### src/rtl/cpl_space_pkg.sv
// Shared constants and types for the completion receive-space guard.
// Assumes: capacities are static while out of reset.
package cpl_space_pkg;
    localparam int CPL_HDR_W  = 8;
    localparam int CPL_UNIT_W = 12;
    localparam int CPL_LEN_W  = 13;

    // How a counter compares its would-be occupancy against its capacity.
    typedef enum logic {
        LIMIT_INCLUSIVE = 1'b0,  // occupancy may equal capacity
        LIMIT_EXCLUSIVE = 1'b1   // occupancy must stay below capacity
    } limit_mode_e;
endpackage

### src/rtl/cpl_need_calc.sv
// Converts a read length in bytes into the header slots and data units its
// completions may occupy. Header slots = ceil(len/RCB), units = ceil(len/UNIT).
// Assumes: RCB_BYTES and UNIT_BYTES are powers of two and the results fit
// in the output widths for every length that is presented.
module cpl_need_calc #(
    parameter int LEN_W      = 13,
    parameter int HDR_W      = 8,
    parameter int UNIT_W     = 12,
    parameter int RCB_BYTES  = 64,
    parameter int UNIT_BYTES = 16
) (
    input  logic [LEN_W-1:0]  len,
    output logic [HDR_W-1:0]  need_hdr,
    output logic [UNIT_W-1:0] need_units
);
    localparam int RCB_SH  = $clog2(RCB_BYTES);
    localparam int UNIT_SH = $clog2(UNIT_BYTES);
    localparam int EXT_W   = LEN_W + 1;

    logic [EXT_W-1:0] len_ext;
    logic [EXT_W-1:0] hdr_round;
    logic [EXT_W-1:0] unit_round;

    // Round up by adding (step - 1) and shifting down by the step.
    always_comb begin
        len_ext    = {1'b0, len};
        hdr_round  = (len_ext + EXT_W'(RCB_BYTES - 1)) >> RCB_SH;
        unit_round = (len_ext + EXT_W'(UNIT_BYTES - 1)) >> UNIT_SH;
        need_hdr   = HDR_W'(hdr_round);
        need_units = UNIT_W'(unit_round);
    end
endmodule

### src/rtl/cpl_occ_counter.sv
// One occupancy counter with its fit test. Adds the needed amount on take,
// subtracts the returned amount on give, both in the same cycle if asked.
// A give larger than the count plus take clamps to zero and pulses underflow.
// MODE picks an inclusive or exclusive comparison against the capacity.
// Assumes: cap is static while out of reset.
module cpl_occ_counter
    import cpl_space_pkg::*;
#(
    parameter int          W    = 8,
    parameter limit_mode_e MODE = LIMIT_INCLUSIVE
) (
    input  logic         clk,
    input  logic         rst_n,
    input  logic [W-1:0] cap,
    input  logic [W-1:0] need,
    input  logic         take,
    input  logic         give,
    input  logic [W-1:0] give_amt,
    output logic [W-1:0] count,
    output logic         fits,
    output logic         underflow
);
    logic [W:0]   sum_need;
    logic [W:0]   take_sum;
    logic [W:0]   give_ext;
    logic [W-1:0] count_nxt;

    // Would-be occupancy if the presented need were taken now.
    assign sum_need = {1'b0, count} + {1'b0, need};

    generate
        if (MODE == LIMIT_EXCLUSIVE) begin : g_excl
            assign fits = sum_need < {1'b0, cap};
        end else begin : g_incl
            assign fits = sum_need <= {1'b0, cap};
        end
    endgenerate

    // Next count: reserve then release, clamping at zero on underflow.
    always_comb begin
        take_sum  = {1'b0, count} + (take ? {1'b0, need} : {(W+1){1'b0}});
        give_ext  = give ? {1'b0, give_amt} : {(W+1){1'b0}};
        underflow = give_ext > take_sum;
        count_nxt = underflow ? {W{1'b0}} : W'(take_sum - give_ext);
    end

    // Count register.
    always_ff @(posedge clk) begin
        if (!rst_n) count <= '0;
        else        count <= count_nxt;
    end


    idle_hold_chk: assert property (@(posedge clk) disable iff (!rst_n)
        (!take && !give) |=> $stable(count));


    clamp_zero_chk: assert property (@(posedge clk) disable iff (!rst_n)
        underflow |=> (count == '0));
endmodule

### src/rtl/cpl_space_guard.sv
// Top: reserves completion receive space for each read request and releases
// it as completions drain. Header slots use an inclusive limit, data units an
// exclusive one. The grant is combinational from the current counts and the
// presented length; a request is taken when req_valid and req_grant are high.
// Assumes: cap_hdr and cap_units change only while in reset.
module cpl_space_guard
    import cpl_space_pkg::*;
#(
    parameter int HDR_W      = CPL_HDR_W,
    parameter int UNIT_W     = CPL_UNIT_W,
    parameter int LEN_W      = CPL_LEN_W,
    parameter int RCB_BYTES  = 64,
    parameter int UNIT_BYTES = 16
) (
    input  logic              clk,
    input  logic              rst_n,
    input  logic [HDR_W-1:0]  cap_hdr,
    input  logic [UNIT_W-1:0] cap_units,
    input  logic              req_valid,
    input  logic [LEN_W-1:0]  req_len,
    output logic              req_grant,
    input  logic              rel_valid,
    input  logic [HDR_W-1:0]  rel_hdr,
    input  logic [UNIT_W-1:0] rel_units,
    output logic [HDR_W-1:0]  out_hdr,
    output logic [UNIT_W-1:0] out_units,
    output logic              err_underflow
);
    logic [HDR_W-1:0]  need_hdr;
    logic [UNIT_W-1:0] need_units;
    logic              hdr_fits, unit_fits;
    logic              hdr_uf, unit_uf;
    logic              fire;

    cpl_need_calc #(
        .LEN_W(LEN_W), .HDR_W(HDR_W), .UNIT_W(UNIT_W),
        .RCB_BYTES(RCB_BYTES), .UNIT_BYTES(UNIT_BYTES)
    ) u_need (
        .len(req_len), .need_hdr(need_hdr), .need_units(need_units)
    );

    cpl_occ_counter #(.W(HDR_W), .MODE(LIMIT_INCLUSIVE)) u_hdr (
        .clk(clk), .rst_n(rst_n), .cap(cap_hdr), .need(need_hdr),
        .take(fire), .give(rel_valid), .give_amt(rel_hdr),
        .count(out_hdr), .fits(hdr_fits), .underflow(hdr_uf)
    );

    cpl_occ_counter #(.W(UNIT_W), .MODE(LIMIT_EXCLUSIVE)) u_unit (
        .clk(clk), .rst_n(rst_n), .cap(cap_units), .need(need_units),
        .take(fire), .give(rel_valid), .give_amt(rel_units),
        .count(out_units), .fits(unit_fits), .underflow(unit_uf)
    );

    // Grant only when both resources fit; take on valid and grant.
    assign req_grant = hdr_fits && unit_fits;
    assign fire      = req_valid && req_grant;

    // Sticky underflow flag.
    always_ff @(posedge clk) begin
        if (!rst_n)                err_underflow <= 1'b0;
        else if (hdr_uf || unit_uf) err_underflow <= 1'b1;
    end


    hdr_within_cap_chk: assert property (@(posedge clk) disable iff (!rst_n)
        out_hdr <= cap_hdr);


    unit_below_cap_chk: assert property (@(posedge clk) disable iff (!rst_n)
        (cap_units == '0) ? (out_units == '0) : (out_units < cap_units));


    err_sticky_chk: assert property (@(posedge clk) disable iff (!rst_n)
        err_underflow |=> err_underflow);


    err_raise_chk: assert property (@(posedge clk) disable iff (!rst_n)
        (hdr_uf || unit_uf) |=> err_underflow);
endmodule

### config.mk
export PLATFORM = sky130hd
export DESIGN_NAME = cpl_space_guard
export DESIGN_NICKNAME = d
export VERILOG_FILES = /design/src/rtl/cpl_space_pkg.sv /design/src/rtl/cpl_need_calc.sv /design/src/rtl/cpl_occ_counter.sv /design/src/rtl/cpl_space_guard.sv
export SDC_FILE = /design/constraint.sdc
export NUM_CORES = 1
export LEC_CHECK = 0
export BUFFER_PORTS_ARGS = -buffer_cell sky130_fd_sc_hd__buf_4
export CAP_MARGIN = 20
export CORE_ASPECT_RATIO = 0.9
export CORE_UTILIZATION = 63
export CTS_BUF_LIST = sky130_fd_sc_hd__clkbuf_8 sky130_fd_sc_hd__clkbuf_16
export DETAILED_ROUTE_END_ITERATION = 16
export GPL_ROUTABILITY_DRIVEN = 0
export PLACE_DENSITY = 0.89
export SLEW_MARGIN = 30
export SYNTH_ARGS = -nofsm -noshare
export SYNTH_HDL_FRONTEND = slang
export SYNTH_SLANG_ARGS = --single-unit
### constraint.sdc
create_clock -name clk -period 16.04 [get_ports clk]
set_input_delay 4.01 -clock clk [delete_from_list [all_inputs] [get_ports clk]]
set_output_delay 4.01 -clock clk [all_outputs]
set_load 0.05 [all_outputs]
Yosys cells after proc, flatten, opt, wreduce, memory -nomap -nowiden
Cells that the tools add are included.
W data, S select, Z words.
{ "classes": {"reduce_logical": 5, "mux": 4, "addsub": 8, "bitwise_logic": 1, "n_lt_le_gt_ge": 4} }
{ "ops": {"columns": ["op", "n"], "rows": [
  ["$add A12 B10 Y13", 2],
  ["$add A8 B8 Y9", 2],
  ["$mux W8", 2],
  ["$add A13 B4 Y14 const B", 1],
  ["$add A13 B6 Y14 const B", 1],
  ["$gt A12 B13 Y1", 1],
  ["$lt A13 B12 Y1", 1],
  ["$mux W12", 1],
  ["$sub A12 B12 Y12", 1],
  ["$mux W10", 1],
  ["$gt A8 B9 Y1", 1],
  ["$le A9 B8 Y1", 1],
  ["$sub A8 B8 Y8", 1],
  ["$reduce_or A2 Y1", 2],
  ["$logic_and A1 B1 Y1", 2],
  ["$logic_or A1 B1 Y1", 1],
  ["$not A1 Y1", 1]
]} }
{ "word_totals": {"ff_bits": 21, "out_inout_bits": 22, "elab_cells": 25, "input_bits": 57} }

Depth between registers and ports, before layout
Gate-level depths: netlist (run 1).
{ "depth": {"word_depth": 9, "ltp_mapped": 35, "mapped_depth_nobuf": 32} }

Cells and area by module
Synthesis (run 1) repeated with hierarchy kept, for this count alone.
{ "hier_totals": {"cells_unflattened": 591, "area_unflattened_um2": 4568.1} }
{ "modules_own_cells": {"columns": ["mod", "area_per_inst_um2", "n_inst", "seq_area_each_um2", "cells_per_inst"], "rows": [
  ["cpl_occ_counter at u_unit", 2541.2, 1, 240.2, 326],
  ["cpl_occ_counter at u_hdr", 1637.8, 1, 160.2, 212],
  ["cpl_need_calc", 347.8, 1, 0.0, 49],
  ["cpl_space_guard", 41.3, 1, 20.0, 4]
]} }

Least setup slack after synthesis (run 1)
OpenSTA, ideal clock, no wires.
{ "synth_timing": {"kind": "input -> output", "from": "input port req_len[3]", "to": "output port req_grant", "n_path_buf": 2, "arrival_ns": 8.319, "setup_slack_ns": 3.711, "required_ns": 12.030, "stages": 18, "cell_sequence": "or4_4 buf_6 or3_1 buf_6 nand2_2 xnor2_1 ha_1 a21o_1 a21oi_1 o21ai_0 o41ai_1 xnor2_1 ha_1 a2111oi_0 o221ai_1 o221ai_1 o211ai_1 nor2b_1"} }
{ "synth_via": {"elab_chain_cells": 4, "elab_cells_between_ends": 7, "cone_classes": "4 x add/sub; 2 x order compare; 1 x reduce/logical"} }
{ "synth_lines": {"columns": ["item", "line", "source"], "rows": [
  ["start, declared", "cpl_space_guard.sv:20", "input logic [LEN_W-1:0] req_len,"],
  ["$add A13 B4 Y14 or $add A13 B6 Y14 (tied branches)", "cpl_need_calc.sv:28, cpl_need_calc.sv:27", null],
  ["$add A12 B10 Y13 or $add A8 B8 Y9 (tied branches)", "cpl_occ_counter.sv:29", "assign sum_need = {1'b0, count} + {1'b0, need};"],
  ["$lt A13 B12 Y1 or $le A9 B8 Y1 (tied branches)", "cpl_occ_counter.sv:33, cpl_occ_counter.sv:35", null],
  ["$logic_and A1 B1 Y1 (*)", "cpl_space_guard.sv:55", "assign req_grant = hdr_fits && unit_fits;"],
  ["end, declared", "cpl_space_guard.sv:21", "output logic req_grant,"]
]} }
Mark *: on every way between the ends. The rest lies on a longest branch, timed or not.

Worst setup path in the final report (run 1)
Same ends and word-level chain as after synthesis.

==> results of run 1 <==
## synthesized netlist by cell type (4+ instances only)
cell	n	area, um2
sky130_fd_sc_hd__a211oi_1	7	52.6
sky130_fd_sc_hd__a21o_1	20	150
sky130_fd_sc_hd__a21oi_1	33	165
sky130_fd_sc_hd__and3_1	8	50.1
sky130_fd_sc_hd__buf_2	7	35.0
sky130_fd_sc_hd__clkbuf_1	6	22.5
sky130_fd_sc_hd__dfxtp_1	21	420
sky130_fd_sc_hd__fa_1	6	120
sky130_fd_sc_hd__ha_1	95	1190
sky130_fd_sc_hd__inv_1	71	267
sky130_fd_sc_hd__nand2_1	42	158
sky130_fd_sc_hd__nand2b_1	5	31.3
sky130_fd_sc_hd__nand3_1	24	120
sky130_fd_sc_hd__nand3_2	4	40.0
sky130_fd_sc_hd__nand4_1	6	37.5
sky130_fd_sc_hd__nor2_1	57	214
sky130_fd_sc_hd__nor2b_1	9	56.3
sky130_fd_sc_hd__nor3_1	6	30.0
sky130_fd_sc_hd__o21a_1	13	97.6
sky130_fd_sc_hd__o21ai_0	17	85.1
sky130_fd_sc_hd__xnor2_1	45	394
sky130_fd_sc_hd__xor2_1	14	123
## worst max-delay path, stage by stage
cell                        delay (ns)
sky130_fd_sc_hd__buf_4            0.11
sky130_fd_sc_hd__or4_4            0.58
sky130_fd_sc_hd__or3_1            0.49
sky130_fd_sc_hd__nand2_2          0.13
sky130_fd_sc_hd__xnor2_1          0.13
sky130_fd_sc_hd__fa_1             0.48
sky130_fd_sc_hd__a211oi_1         0.27
sky130_fd_sc_hd__o21bai_1         0.12
sky130_fd_sc_hd__a21oi_1          0.34
sky130_fd_sc_hd__xnor2_1          0.17
sky130_fd_sc_hd__ha_1             0.28
sky130_fd_sc_hd__a2111oi_0        0.48
sky130_fd_sc_hd__o221ai_1         0.21
sky130_fd_sc_hd__o221ai_1         0.15
sky130_fd_sc_hd__o211ai_1         0.16
sky130_fd_sc_hd__buf_4            0.23
sky130_fd_sc_hd__nor2b_1          0.12
sky130_fd_sc_hd__buf_4            0.20
## through the flow
step	power [uW]	setup slack [ns]
6_report	976	3.37
5_1_grt	1070	3.31
4_1_cts	961	3.49
3_5_place_dp	921	3.49
3_3_place_gp	885	3.67
2_1_floorplan	734	3.71
## where the power goes
part           internal [uW]  leakage (uW)  switching [uW]
Sequential              73.4      0.000174            26.7
Combinational            348       0.00260             494
Clock                   17.5     0.0000217            16.9
Total                    439       0.00279             538
## state kept, by name (all words and copies together), names as in the netlist
register / flops
err_underflow: 1
u_hdr.count: 8
u_unit.count: 12
## logic make-up after synthesis
kind of cell,Yosys count,share of synthesized area
buffers and inverters,86,0.0781
AOI/OAI and AO/OA,131,0.203
DFF,21,0.0947
xor gates and xnor gates,60,0.120
and+or+nand+nor,184,0.207
adders and majority gates,101,0.295
muxes,1,0.00226
## path summary, 6_finish.rpt
| path | startpoint | end | slack [ns] | cells past startpoint |
|---|---|---|---|---|
| setup / recovery | req_len[3] | req_grant | 3.37 | 18 |
| hold / removal | err_underflow$_SDFFE_PN0P_ | err_underflow$_SDFFE_PN0P_ | 0.54 | 1 |
| setup reg to reg | u_hdr.count[0]$_SDFF_PP0_ | u_unit.count[5]$_SDFF_PP0_ | 8.86 | 26 |
| hold reg to reg | err_underflow$_SDFFE_PN0P_ | err_underflow$_SDFFE_PN0P_ | 0.54 | 1 |
## final cells by class
type	instances	area, um2
clock buffer	3	41.3
clock inverter	1	7.51
fill	488	1570
inverter	71	267
multi-input combinational	477	3680
sequential	21	420
tap	90	113
timing repair buffer	79	593
## layer usage
metal	up-vias	track usage	part of all wire
li1	2167	-	-
met1	1985	0.367	0.44
met2	208	0.533	0.45
met3	34	0.0213	0.082
met4	0	0.148	0.033
met5	-	0	0
==> out/metrics.sh, run 1 <==
STATUS='finished, final reports clean'
CRIT_TYPE='in2out'
BUFFER_PORTS.INSERTED=78
FIRST_GLOBAL_VIAS=4091
SYN_TO_FINAL_GROWTH_PCT=15.4
LAYOUT.CELLS.MOST_COMMON='sky130_fd_sc_hd__ha_1'
TOTAL_GLOBAL_ROUTING_OVERFLOW=0
PERIOD_SHARE=0.790
DRV.MAX_CAP_VIOLATION_COUNT=0
YOSYS_REGISTER_BITS=21
FLOORPLAN.DIE.WIDTH_UM=90.5
ASYNCSETRESETFLOPFRACSYNTH=0
VDD_IR_DROP_MAX_uV=114
SETUP_TOTAL_NEGATIVE_SLACK_NS=0
WORSTSETUPENDPOINTTYPE='primary output'
DRT.ANTENNA.VIOLATING_NETS=0
DIODES=0
DPL_CELL_AREA_UM2=5060
WORST-PATH-MAX-FANOUT=19
CTS-RESIZED-GATES=0
FIN_CELLS=742
SYNTH_CELL_TYPES=60
PIN_COUNT=79
REG_CLK_SLEW_REPORTED_PATHS_NS=0.08
GRT_FIRST_PASS_WIRELENGTH_UM=18000
ROUTED_VIA_DENSITY=5.92
TIMING.CLOCK.SKEW_NS=0.00334
CLOCK_PATH_BUFFERS=2
CTS.ROOT.BUFFER_CELL='sky130_fd_sc_hd__clkbuf_8'
FMAX_GHz=0.0789
FIN_HOLD_WS_NS=0.544
CTS_POST_SETUP_BUFFERS_INSERTED=0
SHARE_OF_THE_YOSYS_CHIP_AREA_BELONGING_TO_REGISTERS=0.0947
CTS_BUFFERS=3
HOLD_PATH.CLASS='reg2reg'
WORST_PATH_REQUIRED_TIME_NS=12.03
DRIVE_GT1_FRAC=0.149
CTSHTREEMAXLEVEL=1
CTS.SINKS=21
FINAL_NET_COUNT=811
NUMBER_OF_ANTENNA_VIOLATIONS_AT_THE_FIRST_CHECK_IN_GLOBAL_ROUTING=0
SYNTH_EDF_COUNT=0
POST-ROUTE-UTIL=0.766
TIMING.FINAL.SETUP_VIOLATIONS=0
SYN_AREA_PER_CELL_UM2=7.60
GR-USAGE-ALL-LAYERS=0.298
ROUTE.DETAILED.DRC=0
TIGHTESTPINTRANSITION_NS=0.666
POSTLAYOUTCELLAREA_UM2=5120
YOSYSWARNINGCOUNT=0
FLOORPLAN.INITIALDENSITY=0.663
FINALCRITICALPERIOD_NS=12.67
FINAL_CELL_MIX='sky130_fd_sc_hd__ha_1 (95), sky130_fd_sc_hd__buf_4 (79), sky130_fd_sc_hd__inv_1 (71)'
REPORT.FINAL.SLEW_VIOL_COUNT=0
POST_SYNTH_INSTANCE_AREA_UM2=4440
CRITICAL_PATH.STARTPOINT_TYPE='primary input'
GRT_MAX_DEGREE=21
CTSHOLDBUFFERS=0
HOLD_VIOLATIONS=0
SLEW-LIMIT-HEADROOM=0.555
PLACEABLECOREAREA_UM2=6690
CLKLATENCYLATEPIN_NS=0.26
CELLS_AFTER_SYNTHESIS=584
INITIALDRTVIOLATIONCOUNT=283
ROUTE.FINAL.WIRE_LENGTH_UM=11100
TRITONCTS_CLOCK_TREE='done'
POWER_DENSITY_nW_PER_UM2=191
WL_PER_CELL_UM=15.0
DRT_FIRST_PASS_ITERS=4
TOTAL_LEAKAGE_POWER_uW=0.00279
SYNTH.NET_COUNT=742
PLACEMENT_ROWS=28
VIAS=4394
DESIGN.DIE.AREA_UM2=7380
DIE_H_UM=81.6
SYNTH_TOP_FLOP_CELL='sky130_fd_sc_hd__dfxtp_1'
ARRIVAL_TIME_AT_THE_WORST_ENDPOINT_NS=8.66
DPL.CELL_COUNT=738
SETUP_REPAIR_AFTER_GLOBAL_ROUTING_MISSED_ITS_MARGIN='no'
PLACE_HPWL_UM=9340
Note: power is estimated with default switching activity, not from simulation.
==> inputs of run 2 (changes only) <==
- ABC_AREA: not set -> 1
- CORE_UTILIZATION: 63 -> 53
- PLACE_DENSITY: 0.89 -> 0.79
- clock period: 16.04 -> 11.2 ns (I/O delays scaled with it)
==> run 2 against run 1 <==
Effect of this change:
- global-route usage down 4.8 points
- critical path type unchanged
- non-clock buffer count down 1
- largest power group unchanged
- sequential power up 35%
- sequential share of layout area down 0.13 points
- largest cell class unchanged
- critical endpoint unchanged
- count of clock-buffer cells in the layout unchanged
- critical path depth up 6
- final cell count up 19%
==> out/metrics.sh, run 2 <==
DPL.CELL_COUNT=876  # +19%
MULTI_INPUT_AREA_UM2=3460  # -5.9%
GR-USAGE-ALL-LAYERS=0.250  # -0.0477
WL_PER_CELL_UM=12.0  # -20%
SYNTH_EDF_COUNT=0  # unchanged
BUFFER_PORTS.INSERTED=78  # unchanged
SYN_AREA_PER_CELL_UM2=6.38  # -16%
FINAL_CELL_MIX='sky130_fd_sc_hd__nand2_1 (163), sky130_fd_sc_hd__inv_1 (150), sky130_fd_sc_hd__ha_1 (95)'
CRITICAL_PATH.STARTPOINT_TYPE='primary input'
REPORT.FINAL.SLEW_VIOL_COUNT=0  # unchanged
NUMBER_OF_ANTENNA_VIOLATIONS_AT_THE_FIRST_CHECK_IN_GLOBAL_ROUTING=0  # unchanged
INITIALDRTVIOLATIONCOUNT=205  # -28%
DESIGN.DIE.AREA_UM2=8840  # +20%
ROUTE.DETAILED.DRC=0  # unchanged
WORST_PATH_REQUIRED_TIME_NS=8.40  # -3.63 ns
CTS.ROOT.BUFFER_CELL='sky130_fd_sc_hd__clkbuf_8'
YOSYS-TOP-CELLS-COUNT='sky130_fd_sc_hd__nand2_1 (163), sky130_fd_sc_hd__inv_1 (150), sky130_fd_sc_hd__ha_1 (95)'
POSTLAYOUTCELLAREA_UM2=5210  # +1.6%
FIRST_GLOBAL_VIAS=4293  # +4.9%
DRV.MAX_CAP_VIOLATION_COUNT=0  # unchanged
SETUP_REPAIR_AFTER_GLOBAL_ROUTING_MISSED_ITS_MARGIN='no'
TIGHTESTPINTRANSITION_NS=0.508  # -0.158 ns
DIODES=0  # unchanged
POST-SYNTH-TOP-COUNT-CELL='sky130_fd_sc_hd__nand2_1'
LAYOUT.CELLS.MOST_COMMON='sky130_fd_sc_hd__nand2_1'
WORST-PATH-MAX-FANOUT=5  # -14
PLACEABLECOREAREA_UM2=8150  # +22%
LARGEST_REGISTER_FF_COUNT=12  # unchanged
PERIOD_SHARE=0.804
HOLD_PATH.CLASS='reg2reg'
DOMINANT_CELL_TYPE_BY_AREA_AFTER_SYNTHESIS='sky130_fd_sc_hd__ha_1'
SYNTHMUXAREASHARE=0  # -0.00226
CTS-RESIZED-GATES=0  # unchanged
CRIT_TYPE='in2out'
CELLS_AFTER_SYNTHESIS=704  # +21%
DPL_CELL_AREA_UM2=5160  # +1.9%
YOSYS.AREA_SHARE.ADDER=0.292  # -0.00337
CTS_BUFFERS=3  # unchanged
VDD_IR_DROP_MAX_uV=119  # +4.0%
WORSTSETUPENDPOINTTYPE='primary output'
PLACEMENT_ROWS=31  # +11%
CTS.SINKS=21  # unchanged
SYNTH.TOP_CELLS.BY_AREA='sky130_fd_sc_hd__ha_1 (26%), sky130_fd_sc_hd__nand2_1 (14%), sky130_fd_sc_hd__inv_1 (13%)'
ROUTE.FINAL.WIRE_LENGTH_UM=10500  # -5.4%
NUM-FILL-CELLS=774  # +59%
YOSYS_REGISTER_BITS=21  # unchanged
TIMING.CLOCK.SKEW_NS=0.00153  # -0.00181 ns
SYN_TO_FINAL_GROWTH_PCT=16.0
DIE_H_UM=89.3  # +9.4%
REG_CLK_SLEW_REPORTED_PATHS_NS=0.07  # about the same
SHARE_OF_THE_YOSYS_CHIP_AREA_BELONGING_TO_REGISTERS=0.0936  # -0.00108
CLOCK_PATH_BUFFERS=2  # unchanged
TOTAL_LEAKAGE_POWER_uW=0.00328  # +18%
FIN_CELLS=880  # +19%
REGISTERS.TOP_BY_FF_COUNT='u_unit.count'
CTS_POST_SETUP_BUFFERS_INSERTED=0  # unchanged
SYNTH-COMPOUND-AREA-SHARE=0.113  # -0.0907
GRT_FIRST_PASS_WIRELENGTH_UM=18100  # +0.58%
PLACE_HPWL_UM=9290  # -0.47%
VIAS=4497  # +2.3%
FINALCRITICALPERIOD_NS=9.00
PIN_COUNT=79  # unchanged
FLOORPLAN.DIE.WIDTH_UM=99.0  # +9.4%
ASYNCSETRESETFLOPFRACSYNTH=0  # unchanged
SEQ_AREA_UM2=420  # unchanged
SYNTH_TOP_FAMILY_BY_AREA='adder cells'
DRT_FIRST_PASS_ITERS=5  # +1
LARGEST_REGISTERS='u_unit.count x12, u_hdr.count x8, err_underflow x1'
HOLD_VIOLATIONS=0  # unchanged
TOTAL_GLOBAL_ROUTING_OVERFLOW=0  # unchanged
FLOORPLAN.INITIALDENSITY=0.551  # -0.112
YOSYS.AREA_SHARE.XOR_XNOR=0.0878  # -0.0323
ROUTED_VIA_DENSITY=5.11  # -14%
SETUP_TOTAL_NEGATIVE_SLACK_NS=0  # unchanged
STATUS='finished, final reports clean'
SYNTH.NET_COUNT=862  # +16%
CTSHTREEMAXLEVEL=1  # unchanged
FIN_HOLD_WS_NS=0.628  # +0.0845 ns
ARRIVAL_TIME_AT_THE_WORST_ENDPOINT_NS=6.20  # -2.46 ns
POWER_DENSITY_nW_PER_UM2=241  # +27%
FMAX_GHz=0.111
SYNTH_TOP_FLOP_CELL='sky130_fd_sc_hd__dfxtp_1'
POST_SYNTH_INSTANCE_AREA_UM2=4490  # +1.2%
SLEW-LIMIT-HEADROOM=0.659  # +0.104
SYNTH_CELL_TYPES=34  # -43%
DRIVE_GT1_FRAC=0.133  # -0.0156
DRT.ANTENNA.VIOLATING_NETS=0  # unchanged
CLKLATENCYLATEPIN_NS=0.26  # about the same
TIMING.FINAL.SETUP_VIOLATIONS=0  # unchanged
SYNTH_LARGEST_TYPE_AREA_FRACTION=0.265  # -0.00306
YOSYSWARNINGCOUNT=0  # unchanged
FINAL_NET_COUNT=940  # +16%
CTSHOLDBUFFERS=0  # unchanged
TRITONCTS_CLOCK_TREE='done'
SYNTH_SIMPLE_GATE_AREA_SHARE=0.280  # +0.0732
GRT_MAX_DEGREE=21  # unchanged
POST-LAYOUT-TOTAL-POWER_uW=1260  # +29%
run 2: layout make-up:
cell class / instances / area share
clock inverters: 1 / 0.000961
multi-input cells: 527 / 0.665
inverters: 151 / 0.109
repair buffers: 78 / 0.112
well taps: 99 / 0.0238
clock buffers: 3 / 0.00793
flip-flops and latches: 21 / 0.0807
run 2: power by group:
part	switching, uW	internal (uW)	total [uW]
clock network	23.4	24.8	48.2
registers	34.4	101	135
logic	662	410	1070
run 2: worst paths after layout:
kind                              start                         end  slack [ns]  cells past startpoint
min          err_underflow$_SDFFE_PN0P_  err_underflow$_SDFFE_PN0P_        0.63                      2
max reg2reg  u_unit.count[0]$_SDFF_PP0_  u_unit.count[8]$_SDFF_PP0_        5.21                     34
min reg2reg  err_underflow$_SDFFE_PN0P_  err_underflow$_SDFFE_PN0P_        0.63                      2
max                          req_len[1]                   req_grant        2.20                     24
run 2: worst max-delay path: stages:
cell and delay [ns]:
sky130_fd_sc_hd__buf_4 0.08, sky130_fd_sc_hd__nor2_1 0.03, sky130_fd_sc_hd__nand2_1 0.10, sky130_fd_sc_hd__nand3_1 0.11
sky130_fd_sc_hd__nor2_1 0.26, sky130_fd_sc_hd__nand4_1 0.16, sky130_fd_sc_hd__inv_1 0.12, sky130_fd_sc_hd__nand2_1 0.07
sky130_fd_sc_hd__nand2_1 0.10, sky130_fd_sc_hd__inv_1 0.06, sky130_fd_sc_hd__ha_1 0.39, sky130_fd_sc_hd__nand2_2 0.08
sky130_fd_sc_hd__nor2_1 0.17, sky130_fd_sc_hd__nand2_1 0.08, sky130_fd_sc_hd__nand3_1 0.11, sky130_fd_sc_hd__a31oi_1 0.11
sky130_fd_sc_hd__xnor2_1 0.14, sky130_fd_sc_hd__ha_1 0.30, sky130_fd_sc_hd__a21o_1 0.19, sky130_fd_sc_hd__a21oi_1 0.12
sky130_fd_sc_hd__nand2_1 0.12, sky130_fd_sc_hd__nor2_4 0.13, sky130_fd_sc_hd__and3_1 0.17, sky130_fd_sc_hd__buf_4 0.19
run 2: through the flow:
stage / util / setup WS (ns)
final: 0.639 / 2.20
after global routing: 0.639 / 1.45
after CTS: 0.639 / 2.22
after detailed placement: 0.634 / 2.08
after global placement: 0.634 / 2.33
after floorplan: - / 2.63
run 2: per-layer routing:
| metal | global-route usage | wire [um] | vias up |
|---|---|---|---|
| li1 | - | - | 2369 |
| met1 | 0.316 | 4960 | 2011 |
| met2 | 0.473 | 4880 | 101 |
| met3 | 0.0125 | 542 | 16 |
| met4 | 0.0611 | 164 | 0 |
| met5 | 0 | 0 | - |
run 2: cell families (layout without fill, tap and decap cells):
| family | after synthesis | count (layout) |
|---|---|---|
| AO/OA/AOI/OAI | 89 | 89 |
| XOR/XNOR | 45 | 45 |
| adder cells (fa/ha/maj) | 101 | 101 |
| buffers and inverters | 156 | 233 |
| flip-flops | 21 | 21 |
| AND/OR/NAND/NOR | 292 | 292 |
